### src/rtl/sync_cond_pkg.sv
package sync_cond_pkg;
  localparam int SRC_COUNT   = 3;
  localparam int SEL_WIDTH   = 2;
  localparam int DIV_WIDTH   = 3;
  localparam int VOTE_TAPS   = 3;

  // majority of three samples
  function automatic logic vote3(input logic [2:0] s);
    return (s[0] & s[1]) | (s[1] & s[2]) | (s[0] & s[2]);
  endfunction

  // events per output pulse for a divide code
  function automatic int unsigned div_ratio(input int unsigned code);
    return 32'd1 << code;
  endfunction
endpackage

### src/rtl/sync_src_filter.sv
module sync_src_filter
  import sync_cond_pkg::*;
#(
  parameter int SRC_N = SRC_COUNT,
  parameter int SEL_W = SEL_WIDTH,
  parameter int TAPS  = VOTE_TAPS
) (
  input  logic             clk,
  input  logic             rst_n,
  input  logic [SRC_N-1:0] src_vec,
  input  logic [SEL_W-1:0] sel,
  output logic             sel_line,
  output logic             filt_level
);
  logic [TAPS-1:0] smp_q;
  logic            vote;

  always_comb begin
    sel_line = 1'b0;
    for (int i = 0; i < SRC_N; i++) begin
      if (sel == SEL_W'(i)) sel_line = src_vec[i];
    end
  end

  always_ff @(posedge clk) begin
    if (!rst_n) smp_q <= '0;
    else        smp_q <= {smp_q[TAPS-2:0], sel_line};
  end

  generate
    if (TAPS == 3) begin : g_vote3
      assign vote = vote3(smp_q);
    end else begin : g_voten
      assign vote = ($countones(smp_q) > (TAPS / 2));
    end
  endgenerate

  always_ff @(posedge clk) begin
    if (!rst_n) filt_level <= 1'b0;
    else        filt_level <= vote;
  end
endmodule

### src/rtl/sync_edge_pick.sv
module sync_edge_pick (
  input  logic clk,
  input  logic rst_n,
  input  logic filt_level,
  input  logic pol_fall,
  output logic edge_evt
);
  logic level_d;

  always_ff @(posedge clk) begin
    if (!rst_n) level_d <= 1'b0;
    else        level_d <= filt_level;
  end

  assign edge_evt = pol_fall ? (level_d & ~filt_level) : (filt_level & ~level_d);
endmodule

### src/rtl/sync_event_prescaler.sv
module sync_event_prescaler
  import sync_cond_pkg::*;
#(
  parameter int DIV_W = DIV_WIDTH,
  parameter int CNT_W = (1 << DIV_W) - 1
) (
  input  logic             clk,
  input  logic             rst_n,
  input  logic             evt,
  input  logic             clear,
  input  logic [DIV_W-1:0] div_code,
  output logic             wrap,
  output logic [CNT_W-1:0] count
);
  logic [CNT_W-1:0] last_cnt;

  assign last_cnt = CNT_W'(div_ratio(32'(div_code)) - 32'd1);
  assign wrap     = evt & ~clear & (count == last_cnt);

  always_ff @(posedge clk) begin
    if (!rst_n)    count <= '0;
    else if (clear) count <= '0;
    else if (wrap)  count <= '0;
    else if (evt)   count <= count + 1'b1;
  end
endmodule

### src/rtl/sync_event_shaper.sv
module sync_event_shaper
  import sync_cond_pkg::*;
#(
  parameter int SEL_W = SEL_WIDTH,
  parameter int DIV_W = DIV_WIDTH,
  parameter int TAPS  = VOTE_TAPS
) (
  input  logic             clk,
  input  logic             rst_n,
  input  logic             src_xtal,
  input  logic             src_sof,
  input  logic             src_pin,
  input  logic [SEL_W-1:0] src_sel,
  input  logic             pol_fall,
  input  logic [DIV_W-1:0] div_code,
  input  logic             sw_sync_req,
  output logic             sync_pulse
);
  localparam int CNT_W = (1 << DIV_W) - 1;
  localparam int CFG_W = SEL_W + DIV_W;

  logic             sel_line;
  logic             filt_level;
  logic             edge_evt;
  logic             pre_wrap;
  logic [CNT_W-1:0] pre_count;
  logic [CFG_W-1:0] cfg_prev;
  logic             cfg_change;
  logic             sw_prev;
  logic             sw_evt;

  sync_src_filter #(.SRC_N(SRC_COUNT), .SEL_W(SEL_W), .TAPS(TAPS)) u_filter (
    .clk        (clk),
    .rst_n      (rst_n),
    .src_vec    ({src_pin, src_sof, src_xtal}),
    .sel        (src_sel),
    .sel_line   (sel_line),
    .filt_level (filt_level)
  );

  sync_edge_pick u_edge (
    .clk        (clk),
    .rst_n      (rst_n),
    .filt_level (filt_level),
    .pol_fall   (pol_fall),
    .edge_evt   (edge_evt)
  );

  assign cfg_change = ({src_sel, div_code} != cfg_prev);

  sync_event_prescaler #(.DIV_W(DIV_W), .CNT_W(CNT_W)) u_presc (
    .clk      (clk),
    .rst_n    (rst_n),
    .evt      (edge_evt),
    .clear    (cfg_change),
    .div_code (div_code),
    .wrap     (pre_wrap),
    .count    (pre_count)
  );

  assign sw_evt = sw_sync_req & ~sw_prev;

  always_ff @(posedge clk) begin
    if (!rst_n) begin
      cfg_prev   <= '0;
      sw_prev    <= 1'b0;
      sync_pulse <= 1'b0;
    end else begin
      cfg_prev   <= {src_sel, div_code};
      sw_prev    <= sw_sync_req;
      sync_pulse <= pre_wrap | sw_evt;
    end
  end
endmodule

### config.mk
export PLATFORM = sky130hd
export DESIGN_NAME = sync_event_shaper
export DESIGN_NICKNAME = d
export VERILOG_FILES = /design/src/rtl/sync_cond_pkg.sv /design/src/rtl/sync_src_filter.sv /design/src/rtl/sync_edge_pick.sv /design/src/rtl/sync_event_prescaler.sv /design/src/rtl/sync_event_shaper.sv
export SDC_FILE = /design/constraint.sdc
export NUM_CORES = 1
export LEC_CHECK = 0
export BUFFER_PORTS_ARGS = -buffer_cell sky130_fd_sc_hd__buf_2
export CAP_MARGIN = 0
export CELL_PAD_IN_SITES_DETAIL_PLACEMENT = 0
export CELL_PAD_IN_SITES_GLOBAL_PLACEMENT = 1
export CORE_MARGIN = 5
export CORE_UTILIZATION = 49
export CTS_BUF_LIST = sky130_fd_sc_hd__clkbuf_4 sky130_fd_sc_hd__clkbuf_8
export DETAILED_ROUTE_END_ITERATION = 7
export GPL_TIMING_DRIVEN = 0
export HOLD_SLACK_MARGIN = 0.12
export PLACE_DENSITY = 0.94
export SYNTH_ARGS = -nofsm -noshare
export SYNTH_HDL_FRONTEND = slang
export SYNTH_SLANG_ARGS = --single-unit
### constraint.sdc
create_clock -name clk -period 4.85 [get_ports clk]
set_clock_uncertainty 0.2 [all_clocks]
set_input_delay 0.7275 -clock clk [delete_from_list [all_inputs] [get_ports clk]]
set_output_delay 0.7275 -clock clk [all_outputs]
set_load 0.05 [all_outputs]
==> results.cfg <==
[synthesis]
synth-edff-count = 0
postSynthCellCount = 95
synth_cell_types = 40
avgSynthCellArea_um2 = 10.4
syn_area_um2 = 987
async_flop_share_pct = 0
ys_seq_area_share_pct = 38.5
ys_ff_latch = 19
ys.flop_type = dfxtp_1
synth_nets = 108
yosysWarnings = 0
synth_top_cell_by_area = dfxtp_1
synth.top_cell.area_share_pct = 38.5
synth_area_leaders = dfxtp_1, xor2_1, and2_1

[cells_and_area]
drive_gt1_share_pct = 23.6
fin_util_pct = 56.8
insertedDiodeCount = 0
fin_nets = 124
areaGrowthSynthToFinish_pct = 11.8
fillCellCount = 190

[power_and_ir_drop]
p_per_area_nw_per_um2 = 247
power_uw = 273
ir_drop_v = 0.000180
power_leakage_nw = 0.419

[cts]
numCtsBuffers = 3
path_clk_slew_ns = 0.11
htreeDepth = 1
cts-hold-fix-buffers = 0
post_cts_resized = 0
cts_buffer_depth = 2
post_cts_buffers = 0
cts_tree = built
insertion_delay_ns = 0.31
cts.sinks = 19
clockRootBuffer = clkbuf_4

[grt]
grt.total_usage_pct = 14.1
grt_max_degree = 12
antenna_found_initial = 0
grt_pass1_wl_mm = 2.99
grt_pass1_vias = 722
grt-ovfl-total = 0

[sta]
setup_viol = 0
holdWs_ns = 0.281
rsz0062_at_grt = no
clock.fmax_ghz = 0.495
maxSlewViolCount = 0
fin_crit_sh_pct = 41.7
worstMarginPinSlew_ns = 0.547
slew_headroom_pct = 63.5
fin_ws_ns = 2.83
layout_min_cycle_time_ns = 2.02
final_hold_viol_count = 0
fin_setup_tns_ns = 0

[routing]
drt_iter0_markers = 8
firstDrtPassIters = 4
wire_per_inst_um = 12.1
drt-total-wl_mm = 1.66
vias = 746
vias_per_cell = 5.45
drc = 0
ant_nets = 0

[critical_path]
crit_required_ns = 4.83
worstPathMaxFanout = 8
start_kind = primary input
critPathKind = primary input to register
critPathCaptureType = register
critPathArrivalTime_ns = 2.00

[die]
rows = 16
io_pins = 13
fp.coreArea_um2 = 1940
die_x_um = 54.9
dieArea_um2 = 3010
dieHeight_um = 54.9
initial_core_util_pct = 50.8

[worst_hold_path]
hold_class = register to register

[place]
hpwlAfterDp_mm = 1.27
port_buffers = 11
detailedPlace.worstSlack_ns = 2.51
gp_congestion = 0.824

[outcome]
outcome = finished clean

[job]
maxCapViolCount = 0
==> layout make-up <==
type / instances / area (µm²) / area share (%)
Multi-Input combinational cell: 69 / 548 / 49.7
Sequential cell: 19 / 380 / 34.5
Timing Repair Buffer: 11 / 55.1 / 4.99
Buffer: 6 / 55.1 / 4.99
Tap cell: 27 / 33.8 / 3.06
Clock buffer: 3 / 22.5 / 2.04
Clock inverter: 1 / 5.00 / 0.454
Inverter: 1 / 3.75 / 0.340
==> synthesized netlist by cell type, types with 2 or more instances <==
cell type,count
buf_6,3
and4_1,2
o21ai_0,3
clkbuf_1,2
dfxtp_1,19
xor2_1,10
and2_1,9
mux2i_1,2
xnor2_1,3
nand2_1,3
o2111ai_1,2
o211ai_1,2
nor3_1,2
a211oi_1,7
==> critical path: stages <==
cell,delay (ns)
buf_2,0.15
nor3_1,0.23
o211ai_2,0.12
a2111oi_4,0.59
a211oi_1,0.17
==> state kept, by name (all words and copies together) (netlist names) <==
signal               cells
cfg_prev                 5
sync_pulse               1
u_edge.level_d           1
u_presc.count            7
u_filter.filt_level      1
sw_prev                  1
u_filter.smp_q           3
==> layout by cell type, fill, tap and decap left out, types with 2 or more instances in the layout <==
master,instances
clkbuf_4,3
and4_1,2
nand2_1,3
xor2_1,10
o21ai_0,3
and2_1,9
buf_2,11
a211oi_1,7
clkbuf_1,2
xnor2_1,3
buf_6,3
o2111ai_1,2
dfxtp_1,19
mux2i_1,2
nor3_1,2
o211ai_1,2
==> cells by family after synthesis <==
group,after synthesis,share of synthesized area (%)
mux,2,2.03
xor+xnor,13,11.5
simple gates,30,20.7
compound gates,23,20.0
flops,19,38.5
buf+inv,7,5.96
fa+ha+maj,1,1.27
==> report_power, final <==
group / leakage (nW) / total, mW / internal [mW] / switching [mW]
sequential: 0.155 / 0.162 / 0.160 / 0.00169
clock: 0.0177 / 0.0819 / 0.0308 / 0.0511
combinational: 0.246 / 0.0289 / 0.0135 / 0.0154
total: 0.419 / 0.273 / 0.205 / 0.0682
==> stage by stage <==
step	instances	cell area, µm²
floorplan	95	987
global placement	133	1080
detailed placement	133	1080
CTS	137	1100
global route	137	1100
finish	137	1100
==> routing by layer <==
layer  share of wire, %  track usage (%)
met1                 44             16.3
met2                 49             23.4
met3                4.0             1.91
met4                2.7             9.96
met5                  0                0
==> worst paths after layout <==
path	from	end	slack (ns)	cells after the start
setup / recovery	div_code[0]	u_presc.count[4]$_SDFFE_PP0P_	2.83	5
hold / removal	u_filter.filt_level$_SDFF_PN0_	u_edge.level_d$_SDFF_PN0_	0.28	1
setup reg to reg	u_presc.count[4]$_SDFFE_PP0P_	u_presc.count[4]$_SDFFE_PP0P_	2.99	4
hold reg to reg	u_filter.filt_level$_SDFF_PN0_	u_edge.level_d$_SDFF_PN0_	0.28	1
No activity file was read; power rests on OpenSTA's default activity.
